--- src/rtl/synth_cfg_pkg.sv ---
package synth_cfg_pkg;
    localparam int CFG_M_W = 9;
    localparam int CFG_N_W = 2;
    localparam int CFG_T_W = 3;

    typedef enum logic [1:0] {
        CFG_HOLD      = 2'b00,
        CFG_SER_OPEN  = 2'b01,
        CFG_PAR_OPEN  = 2'b10,
        CFG_BOTH_OPEN = 2'b11
    } cfg_state_e;
endpackage

--- src/rtl/cfg_sync.sv ---
module cfg_sync #(
    parameter int             W       = 1,
    parameter logic [W-1:0]   RST_VAL = '0
) (
    input  logic         clk,
    input  logic         rst_n,
    input  logic [W-1:0] d_i,
    output logic [W-1:0] q_o
);
    for (genvar b = 0; b < W; b++) begin : g_bit
        logic meta_q;
        logic safe_q;
        always_ff @(posedge clk or negedge rst_n) begin
            if (!rst_n) begin
                meta_q <= RST_VAL[b];
                safe_q <= RST_VAL[b];
            end else begin
                meta_q <= d_i[b];
                safe_q <= meta_q;
            end
        end
        assign q_o[b] = safe_q;
    end
endmodule

--- src/rtl/cfg_shift.sv ---
module cfg_shift #(
    parameter int WORD_W = 14
) (
    input  logic              clk,
    input  logic              rst_n,
    input  logic              sclk_s,
    input  logic              sdata_s,
    output logic [WORD_W-1:0] word_o
);
    logic sclk_prev;

    always_ff @(posedge clk or negedge rst_n) begin
        if (!rst_n) begin
            sclk_prev <= 1'b0;
            word_o    <= '0;
        end else begin
            sclk_prev <= sclk_s;
            if (sclk_s && !sclk_prev)
                word_o <= {word_o[WORD_W-2:0], sdata_s};
        end
    end
endmodule

--- src/rtl/cfg_load_fsm.sv ---
module cfg_load_fsm
    import synth_cfg_pkg::*;
(
    input  logic       clk,
    input  logic       rst_n,
    input  logic       sload_s,
    input  logic       pload_s,
    output cfg_state_e state_o,
    output logic       ser_upd_o,
    output logic       par_upd_o
);
    cfg_state_e state_q;
    cfg_state_e state_d;

    always_comb begin
        unique case ({!pload_s, sload_s})
            2'b00:   state_d = CFG_HOLD;
            2'b01:   state_d = CFG_SER_OPEN;
            2'b10:   state_d = CFG_PAR_OPEN;
            default: state_d = CFG_BOTH_OPEN;
        endcase
    end

    always_ff @(posedge clk or negedge rst_n) begin
        if (!rst_n) state_q <= CFG_HOLD;
        else        state_q <= state_d;
    end

    always_comb begin
        unique case (state_q)
            CFG_HOLD:      begin ser_upd_o = 1'b0; par_upd_o = 1'b0; end
            CFG_SER_OPEN:  begin ser_upd_o = 1'b1; par_upd_o = 1'b0; end
            CFG_PAR_OPEN:  begin ser_upd_o = 1'b0; par_upd_o = 1'b1; end
            CFG_BOTH_OPEN: begin ser_upd_o = 1'b1; par_upd_o = 1'b1; end
            default:       begin ser_upd_o = 1'b0; par_upd_o = 1'b0; end
        endcase
    end

    assign state_o = state_q;
endmodule

--- src/rtl/synth_cfg_reg.sv ---
module synth_cfg_reg
    import synth_cfg_pkg::*;
#(
    parameter int M_W = CFG_M_W,
    parameter int N_W = CFG_N_W,
    parameter int T_W = CFG_T_W
) (
    input  logic           clk,
    input  logic           rst_n,
    input  logic           ser_clk_i,
    input  logic           ser_data_i,
    input  logic           ser_load_i,
    input  logic           par_load_i,
    input  logic [M_W-1:0] par_m_i,
    input  logic [N_W-1:0] par_n_i,
    output logic [M_W-1:0] cfg_m_o,
    output logic [N_W-1:0] cfg_n_o,
    output logic [T_W-1:0] cfg_t_o
);
    localparam int WORD_W = M_W + N_W + T_W;
    localparam int N_LO   = M_W;
    localparam int T_LO   = M_W + N_W;

    // synced: {parallel strobe, serial strobe, serial data, serial clock}
    logic [3:0]        sync_q;
    logic              sclk_s, sdata_s, sload_s, pload_s;
    logic [WORD_W-1:0] shift_q;
    cfg_state_e        state;
    logic              ser_upd, par_upd;

    cfg_sync #(.W(4), .RST_VAL(4'b1000)) u_sync (
        .clk  (clk),
        .rst_n(rst_n),
        .d_i  ({par_load_i, ser_load_i, ser_data_i, ser_clk_i}),
        .q_o  (sync_q)
    );
    assign {pload_s, sload_s, sdata_s, sclk_s} = sync_q;

    cfg_shift #(.WORD_W(WORD_W)) u_shift (
        .clk    (clk),
        .rst_n  (rst_n),
        .sclk_s (sclk_s),
        .sdata_s(sdata_s),
        .word_o (shift_q)
    );

    cfg_load_fsm u_fsm (
        .clk      (clk),
        .rst_n    (rst_n),
        .sload_s  (sload_s),
        .pload_s  (pload_s),
        .state_o  (state),
        .ser_upd_o(ser_upd),
        .par_upd_o(par_upd)
    );

    always_ff @(posedge clk or negedge rst_n) begin
        if (!rst_n) begin
            cfg_m_o <= '1;
            cfg_n_o <= '1;
            cfg_t_o <= '1;
        end else begin
            if (par_upd) begin
                cfg_m_o <= par_m_i;
                cfg_n_o <= par_n_i;
            end else if (ser_upd) begin
                cfg_m_o <= shift_q[M_W-1:0];
                cfg_n_o <= shift_q[N_LO +: N_W];
            end
            if (ser_upd)
                cfg_t_o <= shift_q[T_LO +: T_W];
        end
    end
endmodule

--- config.mk ---
export PLATFORM = sky130hd
export DESIGN_NAME = synth_cfg_reg
export DESIGN_NICKNAME = d
export VERILOG_FILES = /design/src/rtl/synth_cfg_pkg.sv /design/src/rtl/cfg_sync.sv /design/src/rtl/cfg_shift.sv /design/src/rtl/cfg_load_fsm.sv /design/src/rtl/synth_cfg_reg.sv
export SDC_FILE = /design/constraint.sdc
export NUM_CORES = 1
export LEC_CHECK = 0
export BUFFER_PORTS_ARGS = -buffer_cell sky130_fd_sc_hd__buf_4
export CORE_ASPECT_RATIO = 1.5
export CORE_MARGIN = 8
export CORE_UTILIZATION = 53
export CTS_CLUSTER_SIZE = 8
export DETAILED_ROUTE_END_ITERATION = 6
export GPL_TIMING_DRIVEN = 1
export PLACE_DENSITY_LB_ADDON = 0.05
export SYNTH_ARGS = -nofsm -noshare
export SYNTH_HDL_FRONTEND = slang
export SYNTH_SLANG_ARGS = --single-unit
--- constraint.sdc ---
create_clock -name clk -period 1.5 [get_ports clk]
set_clock_uncertainty 0.15 [all_clocks]
set_input_delay 0.15 -clock clk [delete_from_list [all_inputs] [get_ports clk]]
set_output_delay 0.15 -clock clk [all_outputs]
set_load 0.02 [all_outputs]
## Word level (Yosys, flattened, before mapping)

Cells that the tools add are included.

| storage, ports and cells | value |
|---|---|
| output and inout bits | 14 |
| bits of input ports | 17 |
| flip-flop bits (word level) | 39 |

| cells by class | value |
|---|---|
| mux-type cells | 7 |
| eq/ne operators | 5 |
| reductions and logical operators | 10 |

Operator list:

| kind | count |
|---|---|
| 9-bit 2-to-1 mux | 2 |
| 2-bit OR reduction | 4 |
| 2-bit equality test, second input constant | 3 |
| 2-bit case mux with 3 select lines | 1 |
| 2-bit by 1-bit equality test with 1-bit output, second input constant | 2 |
| 2-bit logical NOT | 2 |
| 2-bit 2-to-1 mux | 2 |
| 1-bit case mux with 2 select lines | 2 |
| 1-bit logical NOT | 2 |
| 2-bit nonzero test | 1 |
| 1-bit logical AND | 1 |

## Longest topological paths before layout

Gate-level depths: netlist of run 1.

| depth | value |
|---|---|
| depth in word-level cells | 5 |
| mapped depth | 4 |
| gate-level depth less buffers | 2 |

## Modules after synthesis

Synthesis of run 1 repeated with hierarchy kept, for this count alone.

| unflattened totals | value |
|---|---|
| cells, all modules | 104 |
| area, all modules | 1561.5 µm² |

Modules (own cells, without submodules):

| module | cells each | sequential area each (µm²) | area an instance (µm²) | times used |
|---|---|---|---|---|
| synth_cfg_reg | 54 | 367.9 | 648.1 | 1 |
| cfg_shift | 32 | 375.4 | 615.6 | 1 |
| cfg_sync | 12 | 202.7 | 232.7 | 1 |
| cfg_load_fsm | 6 | 50.0 | 65.1 | 1 |

## Worst setup path after synthesis of run 1

No wires, ideal clock.

| timing path | value |
|---|---|
| path kind | reg2reg |
| from | register u_shift.sclk_prev |
| to | register u_shift.word_o[0] |
| setup slack | 0.212 ns |
| clock period less this slack | 1.288 ns |
| setup time | 0.125 ns |
| data required time | 1.225 ns |
| stages on the path, launching flop included | 5 |
| data arrival time | 1.013 ns |
| cells stage by stage | dfrtp_1 > nor2b_4 > buf_6 > buf_12 > mux2_4 |

| on the way | value |
|---|---|
| cells in the longest elaborated chain, start to end | 2 |

RTL lines:

| element | RTL line | RTL |
|---|---|---|
| start: declaration | cfg_shift.sv:10 | `logic sclk_prev;` |
| start signal: assignment | cfg_shift.sv:17 | `sclk_prev <= sclk_s;` |
| 1-bit logical NOT | cfg_shift.sv:18 | `if (sclk_s && !sclk_prev)` |
| 1-bit logical AND | cfg_shift.sv:18 |  |
| end signal: assignment | cfg_shift.sv:19 | `word_o <= {word_o[WORD_W-2:0], sdata_s};` |
| end: declaration | cfg_shift.sv:8 | `output logic [WORD_W-1:0] word_o` |

Every way passes these cells.
A chain may end at the register's enable or synchronous reset.

## Worst setup path in the final report of run 1

| timing path | value |
|---|---|
| from | register u_shift.sclk_prev |
| to | register u_shift.word_o[7] |

Same word-level chain as after synthesis.

==> summary.txt, run 1 <==
Routed via count: 908
CP endpoint kind: flip-flop
Leading area contributor after synthesis: dfrtp_1
Cell variety after synth: 13
Syn_area_per_cell: 15.4 sq um
CTS tree: built
Total Wirelength: 2.63 mm
Synth Net Count: 115
DRT Pass-1 Iters: 2
DP Wirelength: 1.69 mm
Synth Register Bits: 39
Max Slew Vio Count: 0
Unrepaired setup endpoints after global routing: false
Max Clk Rate: 0.781 GHz
Initial antenna violation count: 0
Core area: 0.00271 sq mm
DRC violations left: 0
PwrDens: 1550 mW/mm^2
Die Area: 0.00485 sq mm
Clk sinks: 39
Sequential area share after synthesis: 65.9%
Pre-CTS setup slack: 221 ps
# Post-CTS Setup Buffers: 0
DRT iter0 DRCs: 14
Synth area leaders: dfrtp_1 38%, dfstp_2 28%, mux2_4 9.9%
Final hold viol count: 0
Largest net degree at the start of global routing: 40
Port buffer count: 30
WHS: 200 ps
Cell Area, Synth: 0.00151 sq mm
Type of the worst setup path: reg2reg
Worst EP arrival: 1300 ps
Syn Inst Count: 98
Final instance area: 0.00203 sq mm
Post-placement cell area: 0.00176 sq mm
Outcome: finished clean
Vias in the first global route: 959
MaxCap Viol Count: 0
I/O pin cnt: 31
Post-DRT Antenna Nets: 0
Routability cong.: 0.723
Final Cycle Share: 85.4%
Max FO, Critical Path: 8
Fillers: 184
Synth cell count leaders: 23 x dfrtp_1, 16 x dfstp_2, 11 x mux2i_1, 11 x nand2_1, 11 x o21ai_0
ANT cells: 0
EDFF count, synth: 0
Initial Util: 55.8%
Final Worst Setup Slack: 220 ps
HP Class: reg2reg
Synth Flop Type: dfrtp_1
First-pass GRT wire length: 4.44 mm
Worst slew pin tran: 623 ps
WL/cell: 14.2 microns
Final TNS setup: 0 ps
Total global routing track utilization: 12.2%
Hold-fix buffers at CTS: 16
Clock Tree Buf Depth: 2
Clk Tree Root Cell: clkbuf_8
P_leak: 0.962 nW
Final nets: 164
Post-synth ARST share: 100%
Vias per cell: 4.91
Skew-Pair Late Insertion Delay: 280 ps
Worst rel slew slack: 58.5%
Area grow syn2layout: 34.6%
TritonCTS Buffers: 5
Sequential cell area: 996 sq um
WP data required: 1520 ps
Post-synth top area share: 38.1%
Reg clk slew, reported paths: 70 ps
Total grt overflow: 0
Die Y: 81.4 microns
CP Launch Type: flip-flop
Area of the multi-input gates: 449 sq um
CTS H-tree depth: 2
Share of cells above drive strength 1: 50.7%
FP Rows: 23
Most frequent cell after synthesis: dfrtp_1
PostCTS Resize Cnt: 0
YS warnings: 0
Worst VDD drop: 0.949 mV
Die Span X: 59.6 microns
Endpoints failing setup: 0
Final Critical Period: 1280 ps
-- state kept, by name, indices dropped and copies added (netlist names) --
| name | flops |
|---|---|
| cfg_m_o | 9 |
| cfg_n_o | 2 |
| cfg_t_o | 3 |
| u_fsm.state_o | 2 |
| u_shift.sclk_prev | 1 |
| u_shift.word_o | 14 |
| u_sync.g_bit.meta_q | 4 |
| u_sync.g_bit.safe_q | 4 |
-- cell usage in the layout, fill, tap and decap left out, drive strengths merged --
cell type    instances
bufinv               1
clkbuf               6
nand2               11
dfstp               16
buf                 33
dfrtp               23
inv                  1
dlygate4sd3         16
o21ai               11
clkinv               1
mux2                17
nor2b                1
mux2i               11
-- stage by stage --
| step | power [mW] | utilization, % | instances |
|---|---|---|---|
| after floorplan | 2.00 | - | 98 |
| after global placement | 2.25 | 64.9 | 161 |
| after detailed placement | 2.27 | 64.9 | 161 |
| after CTS | 3.20 | 75.2 | 185 |
| after global routing | 3.34 | 75.2 | 185 |
| final | 3.16 | 75.2 | 185 |
-- report_power, final --
group          leakage, nW  switching (mW)  internal (mW)
logic                0.456           0.279          0.437
clock network       0.0612           0.337          0.538
registers            0.445           0.191           1.38
-- worst max-delay path, cell delays in order (launching register included) --
cell     delay, ps
dfrtp_1        390
nor2b_4        110
buf_4          200
mux2_4         310
-- cell type report --
class / instances / area share (%)
clock buffer: 6 / 4.06
timing repair buffer: 49 / 20.7
multi-input combinational: 51 / 22.1
clock inverter: 2 / 1.72
inverter: 1 / 0.185
sequential: 39 / 49.0
tap: 37 / 2.28
-- cell families (layout without fill, tap and decap cells) --
family	after synthesis	count (layout)	synth area share [%]
DFF	39	39	65.9
muxes	28	28	22.5
and+or+nand+nor	12	12	3.65
AOI/OAI and AO/OA	11	11	3.65
buffers and inverters	8	58	4.31
-- metal layers --
layer | GRT usage (%) | wire (microns)
met5 | 0 | 0
met4 | 5.04 | 33
met3 | 5.37 | 175
met2 | 18.9 | 1300
met1 | 14.5 | 1120
-- path summary, 6_finish.rpt --
path / startpoint / to / slack, ps / cells past startpoint
max: u_shift.sclk_prev / u_shift.word_o[7] / 220 / 3
min: u_sync.g_bit[2].meta_q / u_sync.g_bit[2].safe_q / 200 / 0
max reg2reg: u_shift.sclk_prev / u_shift.word_o[7] / 220 / 3
min reg2reg: u_sync.g_bit[2].meta_q / u_sync.g_bit[2].safe_q / 200 / 0
max in group asynchronous: rst_n / cfg_m_o[6] / 640 / 2
min in group asynchronous: rst_n / u_shift.word_o[12] / 210 / 2
(Power assumes the default switching activity.)
==> run 2: changes to the inputs <==
REMOVE_ABC_BUFFERS = 1   (was unset)
==> run 2 against run 1 <==
Effect of this change:
- power increased by 4.5%
- sequential share of layout area fell by 0.54 points
- via count is 0.77% lower
- setup slack worse by 17 ps
==> summary.txt, run 2 (synthesized netlist as in run 1, its figures left out) <==
Worst rel slew slack: 69.2%
Total global routing track utilization: 13.7%
Critical-path cell list: nor2b_4 > buf_12 > mux2_2
Worst stage delay on the critical path: 390 ps
HP Class: reg2reg
Clk sinks: 39
Total Wirelength: 2.75 mm
Slowest-stage cell, CP: dfrtp_1
CP endpoint kind: flip-flop
Final Critical Period: 1300 ps
Max reg flops: 14
Final nets: 165
Die Span X: 59.6 microns
Initial Util: 55.8%
Core area: 0.00271 sq mm
Vias per cell: 4.84
WL met3: 160 microns
Most frequent cells in the layout: 33 x buf_4, 23 x dfrtp_1, 16 x dfstp_2, 16 x dlygate4sd3_1
Routability cong.: 0.707
Fillers: 204
Endpoints failing setup: 0
Hold-fix buffers at CTS: 16
Fin util: 76.0%
Clock Tree Buf Depth: 2
I/O pin cnt: 31
Total grt overflow: 0
Unrepaired setup endpoints after global routing: false
Vias in the first global route: 1,046
Combinational share of power: 22.0%
WP data required: 1520 ps
Largest regs: u_shift.word_o (14), cfg_m_o (9)
FP Rows: 23
Port buffer count: 30
Largest net degree at the start of global routing: 40
Final Cycle Share: 86.5%
TritonCTS Buffers: 5
Post-placement cell area: 0.00176 sq mm
Max Slew Vio Count: 0
# Post-CTS Setup Buffers: 0
Share of cells above drive strength 1: 50.3%
Area of the multi-input gates: 449 sq um
Max Used Layer: met4
Max Clk Rate: 0.771 GHz
DP Wirelength: 1.81 mm
Type of the worst setup path: reg2reg
Post-DRT Antenna Nets: 0
Final instance area: 0.00206 sq mm
Largest delay share family, worst path: flip-flops
Final hold viol count: 0
Internal power: 2.48 mW
Worst VDD drop: 1.60 mV
Sequential power share: 47.3%
Wl on met1: 1.09 mm
CTS tree: built
Met2 wire length: 1.42 mm
Final TNS setup: 0 ps
Max FO, Critical Path: 14
WP buf/inv: 1
Worst EP arrival: 1320 ps
Worst slew pin tran: 461 ps
Final Worst Setup Slack: 203 ps
Outcome: finished clean
Clock network power share: 30.7%
Sw Share: 24.9%
DRT Pass-1 Iters: 3
Design Power: 3.30 mW
Largest Register: u_shift.word_o
Sequential cell area: 996 sq um
Routed via count: 901
P_leak: 0.970 nW
CTS H-tree depth: 2
Area grow syn2layout: 36.1%
Clk Tree Root Cell: clkbuf_8
Reg clk slew, reported paths: 70 ps
CP Launch Type: flip-flop
MaxCap Viol Count: 0
First-pass GRT wire length: 4.81 mm
ANT cells: 0
PostCTS Resize Cnt: 0
DRC violations left: 0
Die Area: 0.00485 sq mm
Skew-Pair Late Insertion Delay: 290 ps
Leading cell type in the layout, fill and taps excluded: buf_4
PwrDens: 1610 mW/mm^2
Initial antenna violation count: 0
DRT iter0 DRCs: 9
Pre-CTS setup slack: 210 ps
Die Y: 81.4 microns
Switching pwr: 0.821 mW
WL/cell: 14.8 microns
run 2: cell types whose count changed in the layout (fill, tap and decap cells not counted):
cell / change
buf_4: +1
clkinv_2: -1
clkbuf_1: +1
clkbuf_8: -1
bufinv_16: +1
run 2: cell type report:
class,instances,share of cell area (%)
clock buffer,6,3.53
clock inverter,2,2.92
inverter,1,0.183
multi-input combinational,51,21.9
sequential,39,48.4
tap,37,2.25
timing repair buffer,50,20.8
run 2: path summary, 6_finish.rpt:
kind / startpoint / slack (ps) / cells after the start / end
setup / recovery: u_shift.sclk_prev / 200 / 3 / u_shift.word_o[10]
hold / removal: u_sync.g_bit[2].meta_q / 200 / 0 / u_sync.g_bit[2].safe_q
setup reg to reg: u_shift.sclk_prev / 200 / 3 / u_shift.word_o[10]
hold reg to reg: u_sync.g_bit[2].meta_q / 200 / 0 / u_sync.g_bit[2].safe_q
max in group asynchronous: rst_n / 630 / 2 / cfg_m_o[2]
min in group asynchronous: rst_n / 220 / 2 / u_shift.word_o[7]
run 2: through the flow:
stage / hold WS, ps / instances
after detailed placement: -9.87 / 162
after CTS: 202 / 186
after floorplan: -296 / 91
final: 201 / 186
after global placement: -15.8 / 162
after global routing: 210 / 186
run 2: power by group through the flow:
stage	logic (mW)	clock network, mW	registers, mW
floorplan	0.334	0	1.65
finish	0.726	1.01	1.56
CTS	0.737	1.05	1.57
global route	0.784	1.09	1.60
detailed placement	0.703	0	1.58
global placement	0.683	0	1.57
run 2: per-layer routing:
layer  up-vias  global-route usage, %
met1       442                   14.9
met5         -                      0
met2        24                   21.8
met4         0                   8.63
met3         6                   5.06
li1        429                      -
==> run 3: changes to the inputs <==
SKIP_LAST_GASP = 1   (was unset)
SYNTH_HIERARCHICAL = 1   (was unset)
==> run 3 against run 2 <==
Effect of this change:
- via count shrank 1.9%
- power shrank 10%
- synthesized cell count grew 6.1%
- critical endpoint is now u_shift/word_o[5]
- largest cell class unchanged
- largest power group unchanged
==> summary.txt, run 3 <==
Die Area: 0.00497 sq mm
I/O pin cnt: 31
Syn Inst Count: 104
Clk sinks: 39
Total global routing track utilization: 12.2%
Routability cong.: 0.675
Cell Area, Synth: 0.00156 sq mm
DP Wirelength: 1.82 mm
R2R depth: 3
Area grow syn2layout: 28.8%
DRC violations left: 0
Total Wirelength: 2.65 mm
Routed via count: 884
Vias per cell: 4.70
Post-DRT Antenna Nets: 0
Initial Util: 54.7%
Sequential cell area: 996 sq um
Reg clk slew, reported paths: 70 ps
Initial antenna violation count: 0
Synth Register Bits: 39
Largest delay share family, worst path: flip-flops
TritonCTS Buffers: 5
MaxCap Viol Count: 0
Sequential area share after synthesis: 63.8%
Critical-path cell list: nor2b_4 > buf_12 > mux2_4
P_leak: 0.946 nW
Synth cell count leaders: 23 x dfrtp_1, 16 x dfstp_2, 11 x mux2i_1, 11 x nand2_1
Clk Tree Root Cell: clkbuf_8
Reg2reg start: u_shift/sclk_prev
Total grt overflow: 0
DRT iter0 DRCs: 8
Final Worst Setup Slack: 117 ps
Max FO, Critical Path: 9
Final nets: 165
Start point of the critical path: u_shift/sclk_prev
Endpoints failing setup: 0
Skew-Pair Late Insertion Delay: 280 ps
Fillers: 211
Die Y: 82.5 microns
Worst rel slew slack: 69.1%
Cell variety after synth: 15
CP Launch Type: flip-flop
DRT Pass-1 Iters: 2
Final Critical Period: 1380 ps
Design Power: 2.97 mW
Final hold viol count: 0
Clock Tree Buf Depth: 2
Outcome: finished clean
HP Class: reg2reg
Leading area contributor after synthesis: dfrtp_1
Die Span X: 60.3 microns
CTS H-tree depth: 2
Worst VDD drop: 0.864 mV
Type of the worst setup path: reg2reg
Syn_area_per_cell: 15.0 sq um
Final TNS setup: 0 ps
Leading cell type in the layout, fill and taps excluded: buf_4
Max Slew Vio Count: 0
Worst setup endpoint: u_shift/word_o[5]
Pre-CTS setup slack: 129 ps
Synth Flop Type: dfrtp_1
Unrepaired setup endpoints after global routing: false
Reg2reg end: u_shift/word_o[5]
Worst slew pin tran: 463 ps
YS warnings: 6
Share of cells above drive strength 1: 50.3%
Max reg flops: 14
Core area: 0.00285 sq mm
EDFF count, synth: 0
Vias in the first global route: 976
CP endpoint kind: flip-flop
WL/cell: 14.1 microns
Worst R2R Setup Slack: 120 ps
ANT cells: 0
Synth area leaders: dfrtp_1 37%, dfstp_2 27%, mux2_4 9.6%
CTS tree: built
WP buf/inv: 1
Final Cycle Share: 92.2%
Post-synth top area share: 36.9%
WP data required: 1520 ps
Most frequent cell after synthesis: dfrtp_1
Largest Register: u_shift/word_o
Max Clk Rate: 0.723 GHz
Post-synth ARST share: 100%
Area of the multi-input gates: 449 sq um
PwrDens: 1470 mW/mm^2
Critical path depth: 3
Largest regs: u_shift/word_o (14), cfg_m_o (9)
Port buffer count: 30
Most frequent cells in the layout: 33 x buf_4, 23 x dfrtp_1, 16 x dfstp_2, 16 x dlygate4sd3_1
Worst stage delay on the critical path: 400 ps
Largest net degree at the start of global routing: 40
Worst EP arrival: 1400 ps
First-pass GRT wire length: 4.49 mm
WHS: 202 ps
Slowest-stage cell, CP: dfrtp_1
FP Rows: 24
run 3: changes by cell type after synthesis:
cell      change
buf_12        +1
buf_2         +1
buf_4         +3
clkbuf_1      +1
o21ai_0      -10
o21ai_1      +10
run 3: area by class of cell:
type                       instances  share of cell area (%)
sequential                        39                    49.5
inverter                           1                   0.187
multi-input combinational         51                    22.3
clock buffer                       6                    3.61
timing repair buffer              50                    21.3
clock inverter                     2                   0.622
tap                               39                    2.43
run 3: worst min path at each step:
stage               slack, ps  depth (start not counted)                     end                   start
finish                    200                          0        u_fsm/state_o[0]  u_sync/g_bit[2].safe_q
global route              210                          0  u_sync/g_bit[2].safe_q  u_sync/g_bit[2].meta_q
CTS                       210                          0        u_fsm/state_o[0]  u_sync/g_bit[2].safe_q
detailed placement         -8                          1        u_fsm/state_o[1]                   rst_n
global placement          -20                          1        u_fsm/state_o[1]                   rst_n
floorplan                -300                          0        u_fsm/state_o[0]                   rst_n
run 3: cell families after synthesis:
| logic type | share of synthesized area, % |
|---|---|
| and+or+nand+nor | 3.53 |
| AOI/OAI and AO/OA | 3.53 |
| muxes | 21.7 |
| buffers and inverters | 7.45 |
| DFF | 63.8 |
run 3: layer usage:
| metal | wire length, microns | up-vias | track usage [%] |
|---|---|---|---|
| met5 | 0 | - | 0 |
| met4 | 40 | 0 | 5.76 |
| met3 | 169 | 4 | 5.43 |
| met2 | 1320 | 25 | 20.0 |
| met1 | 1120 | 425 | 13.2 |
| li1 | - | 430 | - |
run 3: power breakdown:
| part | internal (mW) | total [mW] | switching (mW) |
|---|---|---|---|
| clock network | 0.324 | 0.668 | 0.343 |
| registers | 1.38 | 1.56 | 0.184 |
| logic | 0.443 | 0.736 | 0.293 |
| total | 2.14 | 2.97 | 0.820 |
run 3: worst reg2reg max path, stage by stage (launching register included):
cell     delay, ps
dfrtp_1        400
nor2b_4        240
buf_12         180
mux2_4         300
run 3: stage by stage:
step | instances | utilization, % | cell area, sq um
after global routing | 188 | 70.5 | 2010
after CTS | 188 | 70.5 | 2010
after floorplan | 91 | - | 1450
final | 188 | 70.5 | 2010
after detailed placement | 164 | 61.9 | 1770
after global placement | 164 | 61.9 | 1770
run 3: what timing repair did:
| item | in CTS | in global routing |
|---|---|---|
| gates resized for setup | 0 | 0 |
| setup buffers | 0 | 0 |
| endpoints found under the hold margin | 38 | 0 |
| hold buffers | 16 | 0 |
